`src/rtl/ps2kb_pkg.sv`:
```
package ps2kb_pkg;

    localparam logic [7:0] CODE_RELEASE  = 8'hF0;
    localparam logic [7:0] CODE_EXTENDED = 8'hE0;

    typedef struct packed {
        logic brk;
        logic ext;
    } xlate_st_t;

    // Scan code set 2 make code to ASCII; 0 means no translation.
    function automatic logic [7:0] scan_to_ascii(input logic [7:0] sc);
        logic [7:0] a;
        case (sc)
            8'h1C: a = 8'h61; 8'h32: a = 8'h62; 8'h21: a = 8'h63; 8'h23: a = 8'h64;
            8'h24: a = 8'h65; 8'h2B: a = 8'h66; 8'h34: a = 8'h67; 8'h33: a = 8'h68;
            8'h43: a = 8'h69; 8'h3B: a = 8'h6A; 8'h42: a = 8'h6B; 8'h4B: a = 8'h6C;
            8'h3A: a = 8'h6D; 8'h31: a = 8'h6E; 8'h44: a = 8'h6F; 8'h4D: a = 8'h70;
            8'h15: a = 8'h71; 8'h2D: a = 8'h72; 8'h1B: a = 8'h73; 8'h2C: a = 8'h74;
            8'h3C: a = 8'h75; 8'h2A: a = 8'h76; 8'h1D: a = 8'h77; 8'h22: a = 8'h78;
            8'h35: a = 8'h79; 8'h1A: a = 8'h7A;
            8'h45: a = 8'h30; 8'h16: a = 8'h31; 8'h1E: a = 8'h32; 8'h26: a = 8'h33;
            8'h25: a = 8'h34; 8'h2E: a = 8'h35; 8'h36: a = 8'h36; 8'h3D: a = 8'h37;
            8'h3E: a = 8'h38; 8'h46: a = 8'h39;
            8'h29: a = 8'h20;
            8'h5A: a = 8'h0D;
            default: a = 8'h00;
        endcase
        return a;
    endfunction

endpackage

```
`src/rtl/kbd_frame_rx.sv`:
```
module kbd_frame_rx #(
    parameter int SYNC_STAGES = 2
) (
    input  logic       clk,
    input  logic       rst_n,
    input  logic       kb_clk_i,
    input  logic       kb_dat_i,
    output logic       byte_vld_o,
    output logic [7:0] byte_o
);
    localparam int FRAME_BITS = 11;
    localparam int CW         = $clog2(FRAME_BITS);
    localparam logic [CW-1:0] LAST_DATA = CW'(8);
    localparam logic [CW-1:0] PAR_BIT   = CW'(9);
    localparam logic [CW-1:0] STOP_BIT  = CW'(FRAME_BITS - 1);

    typedef struct packed {
        logic [SYNC_STAGES-1:0] kc_sync;
        logic [SYNC_STAGES-1:0] kd_sync;
        logic                   kc_prev;
        logic [CW-1:0]          cnt;
        logic [7:0]             sh;
        logic                   par;
        logic [7:0]             dout;
        logic                   vld;
    } rx_st_t;

    rx_st_t s_q, s_d;
    logic kc, kd, fall;

    always_comb begin
        s_d = s_q;
        s_d.vld = 1'b0;
        s_d.kc_sync = {s_q.kc_sync[SYNC_STAGES-2:0], kb_clk_i};
        s_d.kd_sync = {s_q.kd_sync[SYNC_STAGES-2:0], kb_dat_i};
        kc = s_q.kc_sync[SYNC_STAGES-1];
        kd = s_q.kd_sync[SYNC_STAGES-1];
        s_d.kc_prev = kc;
        fall = s_q.kc_prev & ~kc;
        if (fall) begin
            if (s_q.cnt == '0) begin
                if (!kd) s_d.cnt = CW'(1);
            end else if (s_q.cnt <= LAST_DATA) begin
                s_d.sh  = {kd, s_q.sh[7:1]};
                s_d.cnt = s_q.cnt + CW'(1);
            end else if (s_q.cnt == PAR_BIT) begin
                s_d.par = kd;
                s_d.cnt = STOP_BIT;
            end else begin
                s_d.cnt = '0;
                if (kd && (^{s_q.sh, s_q.par})) begin
                    s_d.dout = s_q.sh;
                    s_d.vld  = 1'b1;
                end
            end
        end
    end

    always_ff @(posedge clk) begin
        if (!rst_n) begin
            s_q         <= '0;
            s_q.kc_sync <= '1;
            s_q.kd_sync <= '1;
            s_q.kc_prev <= 1'b1;
        end else begin
            s_q <= s_d;
        end
    end

    assign byte_vld_o = s_q.vld;
    assign byte_o     = s_q.dout;
endmodule

```
`src/rtl/kbd_scan_xlate.sv`:
```
module kbd_scan_xlate
    import ps2kb_pkg::*;
(
    input  logic       clk,
    input  logic       rst_n,
    input  logic       byte_vld_i,
    input  logic [7:0] byte_i,
    output logic       push_o,
    output logic [7:0] char_o
);
    xlate_st_t s_q, s_d;
    logic [7:0] asc;

    always_comb begin
        s_d    = s_q;
        asc    = scan_to_ascii(byte_i);
        push_o = 1'b0;
        if (byte_vld_i) begin
            if (byte_i == CODE_RELEASE) begin
                s_d.brk = 1'b1;
            end else if (byte_i == CODE_EXTENDED) begin
                s_d.ext = 1'b1;
            end else begin
                s_d.brk = 1'b0;
                s_d.ext = 1'b0;
                push_o  = !s_q.brk && !s_q.ext && (asc != 8'h00);
            end
        end
    end

    always_ff @(posedge clk) begin
        if (!rst_n) s_q <= '0;
        else        s_q <= s_d;
    end

    assign char_o = asc;
endmodule

```
`src/rtl/kbd_hs_fifo.sv`:
```
module kbd_hs_fifo #(
    parameter int DEPTH = 8
) (
    input  logic       clk,
    input  logic       rst_n,
    input  logic       push_i,
    input  logic [7:0] char_i,
    input  logic       rd_valid_i,
    output logic       rd_complete_o,
    output logic [7:0] rd_char_o,
    output logic       empty_o
);
    localparam int AW = $clog2(DEPTH);

    typedef struct packed {
        logic [AW:0] wp;
        logic [AW:0] rp;
        logic        cmp;
        logic [7:0]  ch;
    } fifo_st_t;

    fifo_st_t s_q, s_d;
    logic [7:0] mem_q [DEPTH];
    logic full, empty, wr_en;

    always_comb begin
        s_d   = s_q;
        empty = (s_q.wp == s_q.rp);
        full  = (s_q.wp[AW] != s_q.rp[AW]) && (s_q.wp[AW-1:0] == s_q.rp[AW-1:0]);
        wr_en = push_i && !full;
        if (wr_en) s_d.wp = s_q.wp + 1'b1;
        if (!s_q.cmp) begin
            if (rd_valid_i && !empty) begin
                s_d.cmp = 1'b1;
                s_d.ch  = mem_q[s_q.rp[AW-1:0]];
            end
        end else if (!rd_valid_i) begin
            s_d.cmp = 1'b0;
            s_d.rp  = s_q.rp + 1'b1;
        end
    end

    always_ff @(posedge clk) begin
        if (!rst_n) s_q <= '0;
        else        s_q <= s_d;
    end

    always_ff @(posedge clk) begin
        if (wr_en) mem_q[s_q.wp[AW-1:0]] <= char_i;
    end

    assign rd_complete_o = s_q.cmp;
    assign rd_char_o     = s_q.ch;
    assign empty_o       = empty;
endmodule

```
`src/rtl/ps2_char_buffer.sv`:
```
module ps2_char_buffer #(
    parameter int DEPTH       = 8,
    parameter int SYNC_STAGES = 2
) (
    input  logic       clk,
    input  logic       rst_n,
    input  logic       kb_clk_i,
    input  logic       kb_dat_i,
    input  logic       rd_valid_i,
    output logic       rd_complete_o,
    output logic [7:0] rd_char_o,
    output logic       buf_empty_o
);
    logic       byte_vld;
    logic [7:0] byte_val;
    logic       push;
    logic [7:0] push_char;

    kbd_frame_rx #(.SYNC_STAGES(SYNC_STAGES)) u_rx (
        .clk(clk), .rst_n(rst_n), .kb_clk_i(kb_clk_i), .kb_dat_i(kb_dat_i),
        .byte_vld_o(byte_vld), .byte_o(byte_val)
    );

    kbd_scan_xlate u_xl (
        .clk(clk), .rst_n(rst_n), .byte_vld_i(byte_vld), .byte_i(byte_val),
        .push_o(push), .char_o(push_char)
    );

    kbd_hs_fifo #(.DEPTH(DEPTH)) u_fifo (
        .clk(clk), .rst_n(rst_n), .push_i(push), .char_i(push_char),
        .rd_valid_i(rd_valid_i), .rd_complete_o(rd_complete_o),
        .rd_char_o(rd_char_o), .empty_o(buf_empty_o)
    );
endmodule

```
`config.mk`:
```
export PLATFORM = sky130hd
export DESIGN_NAME = ps2_char_buffer
export DESIGN_NICKNAME = d
export VERILOG_FILES = /design/src/rtl/ps2kb_pkg.sv /design/src/rtl/kbd_frame_rx.sv /design/src/rtl/kbd_scan_xlate.sv /design/src/rtl/kbd_hs_fifo.sv /design/src/rtl/ps2_char_buffer.sv
export SDC_FILE = /design/constraint.sdc
export NUM_CORES = 1
export LEC_CHECK = 0
export ABC_AREA = 1
export BUFFER_PORTS_ARGS = -buffer_cell sky130_fd_sc_hd__buf_2
export CORE_AREA = 2 2 79 111
export CTS_CLUSTER_SIZE = 10
export DETAILED_ROUTE_END_ITERATION = 7
export DIE_AREA = 0 0 81 113
export GPL_TIMING_DRIVEN = 1
export HOLD_SLACK_MARGIN = 0.05
export PLACE_DENSITY = 0.78
export SYNTH_ARGS = -nofsm -noshare
export SYNTH_HDL_FRONTEND = slang
export SYNTH_SLANG_ARGS = --single-unit
export TNS_END_PERCENT = 100
```
`constraint.sdc`:
```
create_clock -name clk -period 3.9 [get_ports clk]
set_input_delay 0.39 -clock clk [delete_from_list [all_inputs] [get_ports clk]]
set_output_delay 0.39 -clock clk [all_outputs]
set_load 0.02 [all_outputs]
```
== Yosys cells after proc, flatten, opt, wreduce, memory -nomap -nowiden ==
Memories as Yosys holds them, arrays and structs flattened. A register that Yosys moved wholly into a read port is not among the register bits.
Cells that the tools add are included.

* Register bits after elaboration: 46
* RAM bits: 64
* Bits in read-only memories: 896
* Bits of input ports: 5
* Output and inout bits: 10
* Word-level logic and storage cells: 81
* Memories kept: 2

* Add/subtract/negate cells: 3
* Order comparisons: 1
* Eq/ne operators: 8
* Muxes and demuxes: 21
* Bitwise gates (word level): 10
* Reductions and logical operators: 22

{| class="wikitable"
|+ Memory list
! memory !! words !! width !! read ports !! clocked after memory_dff !! write ports !! RTL line !! text
|-
| (name not given) || 128 || 7 || 1 || 1 || 0 || ps2kb_pkg.sv:14 || <nowiki>case (sc)</nowiki>
|-
| u_fifo.mem_q || 8 || 8 || 1 || 1 || 1 || kbd_hs_fifo.sv:23 || <nowiki>logic [7:0] mem_q [DEPTH];</nowiki>
|}

{| class="wikitable"
|+ Operators by type and width
! cell !! number
|-
| 8-bit == test, second input constant || 2
|-
| 4-bit two-way mux || 4
|-
| 7-bit two-way mux || 2
|-
| 4-bit by 1-bit adder with 4-bit output, second input constant || 3
|-
| 1-bit two-way mux || 11
|-
| 2-bit AND reduction || 5
|-
| 9-bit two-way mux || 1
|-
| 1-bit NOT || 9
|-
| 9-bit parity || 1
|-
| 8-bit two-way mux || 1
|-
| 8-bit nonzero test || 1
|-
| 1-bit logical AND || 6
|-
| 3-bit two-way mux || 2
|-
| 5-bit AND reduction || 1
|-
| 5-bit OR reduction || 1
|-
| 4-bit == test || 1
|-
| 4-bit == test, second input constant || 1
|-
| 4-bit less-or-equal comparator, second input constant || 1
|-
| 1-bit logical NOT || 4
|-
| 4-bit logical NOT || 1
|-
| 4-bit AND reduction || 1
|-
| 3-bit == test || 1
|-
| 3-bit AND reduction || 1
|-
| 2-bit by 1-bit != test with 1-bit output, second input constant || 1
|-
| 3 further kinds || 3
|}

== Depth between registers and ports, before layout ==
Gate-level depths: netlist of run 1.

* Depth in word-level cells: 9
* Gate-level depth with buffers: 23
* Gate-level depth less buffers: 22

== Cells and area by module ==
Synthesis of run 1 repeated with hierarchy kept, for this count alone.

* Cell total of the unflattened synthesis: 734
* Area total of the unflattened synthesis: 6109.6 um^2

{| class="wikitable"
|+ By module, submodules not included
! module !! instances !! cells an instance !! area an instance (um^2) !! sequential area each (um^2)
|-
| kbd_hs_fifo || 1 || 358 || 3602.2 || 2322.2
|-
| kbd_frame_rx || 1 || 183 || 1475.2 || 540.5
|-
| kbd_scan_xlate || 1 || 193 || 1032.2 || 40.0
|}

== Worst setup path before layout of run 1 ==
Ideal clock, no wire load.

* Kind: reg-to-reg
* Start: register u_rx.s_q[18] (netlist name)
* End: register with a tool-made name
* Library setup time: 0.058 ns
* Arrival time: 2.443 ns
* Required time: 3.842 ns
* Path slack: 1.399 ns
* Cell stages (with the launch flop): 17
* Path buffers: 1
* Clock period less this slack: 2.501 ns
* Path through: dfxtp_1 > inv_1 > ha_1 > a21oi_4 > nand2_2 > nor3_4 > nand2_2 > buf_6 > nand2_1 > nand3_1 > ha_1 > nand2_1 > a21oi_2 > o211ai_1 > nand2_1 > nand2_1 > nand2_1

{| class="wikitable"
|+ RTL lines
! item !! RTL line !! text
|-
| start, declared || kbd_frame_rx.sv:28 || <nowiki>rx_st_t s_q, s_d;</nowiki>
|}

==> results of run 1 <==
[per-layer routing]
layer  vias to the layer above  part of all wire, %  global-route usage [%]
li1                       1999                    -                       -
met1                      1829                   40                    26.8
met2                       104                   54                    43.9
met3                        23                  3.0                    3.83
met4                         0                  2.3                    10.5
met5                         -                    0                       0
[worst register-to-register path, cell delays in order, from the launching register on]
cell and delay (ps):
dfxtp_1 390, inv_1 80, ha_1 240, a21oi_4 220, nand2_2 110, nor3_4 220
nand2_2 210, o21ai_2 470, clkinv_1 400, nor2_1 180, nand2_1 70, nand3_1 60
nand2_1 50, nand2_1 50, nand2_1 50
[layout make-up]
cell class	count	area, um2
tap	102	128
inverter	61	231
sequential	111	2780
fill	635	2520
clock inverter	7	111
clock buffer	9	225
multi-input combinational	396	2000
timing repair buffer	17	95.1
[power groups by stage]
stage / combinational (mW) / sequential (mW) / clock [mW]
floorplan: 0.0200 / 1.24 / 0
global placement: 0.0263 / 1.24 / 0
detailed placement: 0.0268 / 1.24 / 0
CTS: 0.0271 / 1.22 / 1.02
global route: 0.0305 / 1.22 / 1.06
finish: 0.0270 / 1.22 / 1.01
[cells in the mapped netlist, drive strengths merged]
| cell | count | area [um2] |
|---|---|---|
| a211oi | 1 | 7.51 |
| a21oi | 29 | 160 |
| a311oi | 1 | 8.76 |
| a31oi | 8 | 50.1 |
| a41oi | 1 | 8.76 |
| buf | 13 | 105 |
| clkbuf | 16 | 60.1 |
| clkinv | 1 | 3.75 |
| conb | 1 | 3.75 |
| dfxtp | 55 | 1100 |
| edfxtp | 56 | 1680 |
| ha | 10 | 125 |
| inv | 60 | 228 |
| nand2 | 127 | 492 |
| nand3 | 48 | 250 |
| nand4 | 1 | 6.26 |
| nor2 | 81 | 334 |
| nor3 | 9 | 56.3 |
| nor4 | 2 | 12.5 |
| o211ai | 3 | 22.5 |
| o21ai | 49 | 260 |
| o22ai | 1 | 6.26 |
| o31ai | 1 | 7.51 |
| o32ai | 14 | 123 |
| or2 | 4 | 25.0 |
| xnor2 | 2 | 17.5 |
| xor2 | 3 | 26.3 |
[per-stage QoR]
step | setup slack, ps | instance area [um2]
3_3_place_gp | 1070 | 5240
5_1_grt | 700 | 5580
6_report | 1000 | 5580
4_1_cts | 1010 | 5580
2_1_floorplan | 1400 | 5180
3_5_place_dp | 1030 | 5240
[how the worst max path moves through the flow]
stage / from / end / slack (ps) / depth (start not counted)
floorplan: u_rx.s_q[18] / flop / 1400 / 16
global placement: u_rx.s_q[18] / flop / 1070 / 17
detailed placement: u_rx.s_q[18] / flop / 1030 / 14
global route: u_rx.s_q[18] / flop / 700 / 14
finish: u_rx.s_q[18] / flop / 1000 / 14
CTS: u_rx.s_q[18] / flop / 1010 / 14
[registers in the layout, summed over array words and instances (netlist names), named ones only]
| register | flops |
|---|---|
| u_rx.byte_o | 8 |
| u_fifo.s_q | 8 |
| u_rx.byte_vld_o | 1 |
| u_rx.kd | 1 |
| u_fifo.rd_char_o | 7 |
| u_fifo.rd_complete_o | 1 |
| u_rx.s_q | 14 |
| u_rx.kc | 1 |
| u_rx.s_d | 2 |
| u_fifo.mem_q | 56 |
| u_xl.s_q | 2 |
[logic make-up after synthesis]
kind of cell / count (synthesis) / share of synthesized area [%]
simple gates: 272 / 22.7
flops: 111 / 53.7
compound gates: 108 / 12.6
buf+inv: 90 / 7.65
fa+ha+maj: 10 / 2.41
xor+xnor: 5 / 0.845
other cells: 1 / 0.0724
[placed cells by master (no fill, tap or decap), types with 2 or more instances in the layout]
cell type and instances:
a21oi_1 27, a31oi_1 8, buf_2 13, buf_4 4
bufinv_16 3, clkbuf_16 9, clkinv_1 2, clkinv_2 2
dfxtp_1 55, edfxtp_1 56, ha_1 10, inv_1 55
inv_2 4, nand2_1 121, nand2_2 6, nand3_1 46
nand3_2 2, nor2_1 77, nor2_4 4, nor3_1 8
nor4_1 2, o211ai_1 3, o21ai_0 43, o21ai_1 2
o21ai_2 4, o32ai_1 14, or2_2 4, xnor2_1 2
xor2_1 3
==> impl_metrics.env, run 1 <==
export IMPL_status="finished, final reports clean"
export IMPL_rrSetupSlack_ps=1000
export IMPL_numCtsBuffers=9
export IMPL_die_area_mm2=0.00915
export IMPL_fin_nets=611
export IMPL_core_mm2=0.00810
export IMPL_cp_slowest_cell="o21ai_2"
export IMPL_areaGrowthSynthToFinish_pct=7.61
export IMPL_grt_usage_pct=24.0
export IMPL_routed_wl_um=10400
export IMPL_p_seq_share_pct=54.1
export IMPL_fin_util_pct=68.8
export IMPL_grt_max_degree=33
export IMPL_wl_per_cell_um=14.7
export IMPL_globalplace_congestion=0.957
export IMPL_ant_nets=0
export IMPL_crit_path_max_incr_delay_ps=460
export IMPL_worst_hold_path_endpoint="u_rx.s_d[24]"
export IMPL_clk_pin_slew_ps=70
export IMPL_drtIter0Drc=296
export IMPL_p_comb_share_pct=1.2
export IMPL_timing_worst_setup_path_type="flop to flop"
export IMPL_hp_class="input port to flop"
export IMPL_die_h_um=113
export IMPL_power_internal_mw=1.85
export IMPL_num_rows=39
export IMPL_slew_violations=0
export IMPL_start_util_pct=64.0
export IMPL_clk_latency_ps=340
export IMPL_rsz0062_at_grt="no"
export IMPL_port_buffer_count=13
export IMPL_arrival_ps=3140
export IMPL_synth_seq_cells=111
export IMPL_dr_pass1_iters=5
export IMPL_whs_ps=231
export IMPL_cpMostUsedCell="nand2_1"
export IMPL_powerDensity_mw_per_mm2=403
export IMPL_path_buf_inv=2
export IMPL_clock_sinks=111
export IMPL_p_total_mw=2.25
export IMPL_endpoint_kind="flop"
export IMPL_grt_pass1_wl_um=16900
export IMPL_tns_ps=0
export IMPL_cts_resized=0
export IMPL_p_sw_share_pct=17.9
export IMPL_yosysUniqueCellTypes=39
export IMPL_min_period_ps=2900
export IMPL_hold_start="kb_dat_i"
export IMPL_num_antenna_cells=0
export IMPL_root_buffer="clkbuf_16"
export IMPL_slew_headroom_pct=43.7
export IMPL_grt_antenna_before_repair=0
export IMPL_peakVddDrop_mv=0.268
export IMPL_power_net_switching_uw=403
export IMPL_avgSynthCellArea_um2=8.68
export IMPL_cts_tree="done"
export IMPL_globalRouteOverflowTotal=0
export IMPL_ys_seq_area_share_pct=53.7
export IMPL_crit_path_cell_trace="inv_1 > ha_1 > a21oi_4 > nand2_2 > nor3_4 > nand2_2 > o21ai_2 > clkinv_1 > nor2_1 > nand2_1 > nand3_1 > nand2_1 > nand2_1 > nand2_1"
export IMPL_final_cells=703
export IMPL_syn_inst=597
export IMPL_die_w_um=81
export IMPL_cp_required_ps=4140
export IMPL_fin_crit_sh_pct=74.3
export IMPL_synth_nets=612
export IMPL_synth_area_mm2=0.00518
export IMPL_fmax_mhz=345
export IMPL_p_leak_nw=2.45
export IMPL_drc=0
export IMPL_clk_path_buf_depth=2
export IMPL_max_slew_worst_pin_slew_ps=844
export IMPL_skew_ps=6.95
export IMPL_layout_drive_gt1_share_pct=9.98
export IMPL_grt_pass1_vias=3743
export IMPL_hold_buffers=0
export IMPL_vias=3955
export IMPL_power_frac_clock_pct=44.7
export IMPL_path_max_fanout=12
export IMPL_cts_max_level=3
export IMPL_critPathLaunchType="flop"
export IMPL_hold_path_depth=2
export IMPL_hpwlAfterDp_um=7440
export IMPL_crit_family="simple AND/OR/NAND/NOR gates"
export IMPL_reg2reg_depth=14
export IMPL_dp_cells=687
export IMPL_synth_warnings=0
export IMPL_viasPerCell=5.63
export IMPL_io_pins=15
export IMPL_hold_viol=0
export IMPL_regToRegStartpoint="u_rx.s_q[18]"
export IMPL_drv_cap=0
export IMPL_postCtsSetupRepairBufs=0
export IMPL_finalSetupViolCount=0
(Power assumes the default switching activity.)
==> run 2: changes to the inputs <==
Settings changed: ABC_AREA 1 to 0, CORE_AREA 2 2 79 111 to 2 2 85 119, DIE_AREA 0 0 81 113 to 0 0 87 121, PLACE_DENSITY 0.78 to 0.74.
Clock period 3.9 ns to 3 ns, I/O delays scaled along.
==> run 2 against run 1 <==
Compared with the run above:
- sequential power increased by 30%
- sequential cell count unchanged
- non-clock buffer count increased by 43
- worst hold slack got worse by 95 ps
==> impl_metrics.env, run 2 <==
export IMPL_status="finished, final reports clean"
export IMPL_p_leak_nw=2.37
export IMPL_layout_drive_gt1_share_pct=19.6
export IMPL_wl_per_cell_um=18.7
export IMPL_synthArstFlopShare_pct=0
export IMPL_path_max_fanout=5
export IMPL_die_w_um=87
export IMPL_hp_class="input port to flop"
export IMPL_ant_nets=0
export IMPL_cts_max_level=3
export IMPL_synth_edf_count=56
export IMPL_skew_ps=9.73
export IMPL_endpoint_kind="flop"
export IMPL_synthTopCellsByCount="56 x edfxtp_1, 55 x dfxtp_1, 46 x nand2_1, 33 x nor2_1, 30 x mux2i_1"
export IMPL_finalSetupViolCount=0
export IMPL_drtIter0Drc=324
export IMPL_num_antenna_cells=0
export IMPL_yosysTopAreaCell="edfxtp_1"
export IMPL_met1_length_um=4880
export IMPL_dr_pass1_iters=5
export IMPL_synth_seq_cells=111
export IMPL_fmax_mhz=346
export IMPL_synthAdderAreaFrac_pct=2.19
export IMPL_ys_seq_area_share_pct=48.8
export IMPL_fin_ws_ps=113
export IMPL_die_h_um=121
export IMPL_clk_path_buf_depth=2
export IMPL_synth_area_leaders="edfxtp_1 29%, dfxtp_1 19%, mux4_2 5.5%"
export IMPL_fin_nets=582
export IMPL_globalplace_congestion=1.01
export IMPL_cp_required_ps=3230
export IMPL_vias=4180
export IMPL_rrSetupSlack_ps=110
export IMPL_yosys_area_share_simple_pct=17.6
export IMPL_hold_viol=0
export IMPL_synth_area_mm2=0.00570
export IMPL_start_util_pct=60.6
export IMPL_hpwlAfterDp_um=9390
export IMPL_grt_usage_pct=25.8
export IMPL_fillers=710
export IMPL_clk_latency_ps=340
export IMPL_dr_max_layer_used="met4"
export IMPL_final_cells=682
export IMPL_areaGrowthSynthToFinish_pct=12.7
export IMPL_clock_sinks=111
export IMPL_wl_met3_um=524
export IMPL_slew_headroom_pct=25.3
export IMPL_io_pins=15
export IMPL_largest_reg_flops=56
export IMPL_grt_pass1_wl_um=20600
export IMPL_avgSynthCellArea_um2=10.6
export IMPL_viasPerCell=6.13
export IMPL_min_period_ps=2890
export IMPL_powerDensity_mw_per_mm2=434
export IMPL_root_buffer="clkbuf_16"
export IMPL_arrival_ps=3120
export IMPL_slew_violations=0
export IMPL_synthMostInstantiatedCell="edfxtp_1"
export IMPL_fin_util_pct=68.3
export IMPL_worst_hold_path_endpoint="u_rx.s_d[24]"
export IMPL_hold_path_depth=2
export IMPL_syn_inst=539
export IMPL_numCtsBuffers=9
export IMPL_met2WireLength_um=6750
export IMPL_regToRegStartpoint="u_rx.s_q[15]"
export IMPL_synth_warnings=0
export IMPL_yosysUniqueCellTypes=66
export IMPL_drc=0
export IMPL_synth_xor_area_share_pct=3.71
export IMPL_drv_cap=0
export IMPL_synth_top_area_share_pct=29.5
export IMPL_grt_antenna_before_repair=0
export IMPL_die_area_mm2=0.0105
export IMPL_synth_compound_area_share_pct=11.9
export IMPL_place_ws_ps=60.3
export IMPL_routed_wl_um=12800
export IMPL_max_slew_worst_pin_slew_ps=1110
export IMPL_hold_start="kb_dat_i"
export IMPL_final_cell_mix="56 x edfxtp_1, 53 x dfxtp_1, 47 x buf_4"
export IMPL_num_rows=42
export IMPL_grt_pass1_vias=4115
export IMPL_critPathLaunchType="flop"
export IMPL_peakVddDrop_mv=0.313
export IMPL_synth_top_family_by_area="simple AND/OR/NAND/NOR gates"
export IMPL_fin_crit_sh_pct=96.2
export IMPL_final_common_cell="edfxtp_1"
export IMPL_dp_cells=665
export IMPL_synth_nets=554
export IMPL_port_buffer_count=13
export IMPL_synth_area_mux_share_pct=10.8
export IMPL_grt_max_degree=29
export IMPL_yosys_most_used_dff="edfxtp_1"
export IMPL_cts_tree="done"
export IMPL_hold_buffers=0
export IMPL_clk_pin_slew_ps=70
export IMPL_core_mm2=0.00941
export IMPL_globalRouteOverflowTotal=0
export IMPL_timing_worst_setup_path_type="flop to flop"
export IMPL_reg2reg_depth=11
-- run 2: critical path: stages (launching register included) --
cell,delay [ps]
dfxtp_1,340
xnor2_2,160
xnor2_2,280
xnor3_2,430
nor2_4,180
mux2i_4,370
inv_2,100
ha_2,190
inv_2,80
nor2_1,70
o311a_1,290
a211o_1,280
-- run 2: metrics by stage --
stage	cell area (um2)	hold slack, ps	setup TNS, ps	total power, mW
finish	6430	136	0	2.79
global route	6430	150	-21.9	2.88
global placement	6070	389	0	1.65
floorplan	5740	386	0	1.64
CTS	6370	127	0	2.81
detailed placement	6070	398	0	1.65
-- run 2: how the worst max path moves through the flow --
| stage | to | slack (ps) | cells after the start | startpoint |
|---|---|---|---|---|
| global placement | flop | 130 | 11 | u_rx.s_q[18] |
| finish | flop | 110 | 11 | u_rx.s_q[15] |
| floorplan | flop | 20 | 12 | u_rx.s_q[13] |
| detailed placement | flop | 60 | 13 | u_rx.s_q[18] |
| global route | flop | -10 | 11 | u_rx.s_q[15] |
| CTS | flop | 50 | 14 | u_rx.s_q[18] |
-- run 2: area by class of cell --
| cell class | count | area [um2] | area share, % |
|---|---|---|---|
| flip-flops and latches | 111 | 2790 | 43.3 |
| clock buffers | 14 | 287 | 4.46 |
| repair buffers | 60 | 418 | 6.50 |
| well taps | 110 | 138 | 2.14 |
| multi-input cells | 368 | 2720 | 42.4 |
| inverters | 17 | 63.8 | 0.993 |
| clock inverters | 2 | 12.5 | 0.195 |
-- run 2: what timing repair did --
item,CTS,global route
resized for setup,0,14
setup endpoints to repair,0,7
setup buffers,0,1
-- run 2: cells by family after synthesis --
logic type	count (synthesis)
buf+inv	60
fa+ha+maj	10
xor+xnor	20
flops	111
other cells	1
mux	44
compound gates	98
simple gates	195
-- run 2: layer usage --
layer	up-vias	GRT usage [%]
li1	2007	-
met3	44	3.88
met2	136	45.9
met4	0	13.5
met1	1993	29.1
met5	-	0
-- run 2: power breakdown --
group | leakage (nW) | total (mW) | switching, mW | internal (mW)
combinational | 1.32 | 0.0350 | 0.0230 | 0.0120
clock | 0.153 | 1.17 | 0.511 | 0.664
sequential | 0.897 | 1.58 | 0.00165 | 1.58
total | 2.37 | 2.79 | 0.535 | 2.26
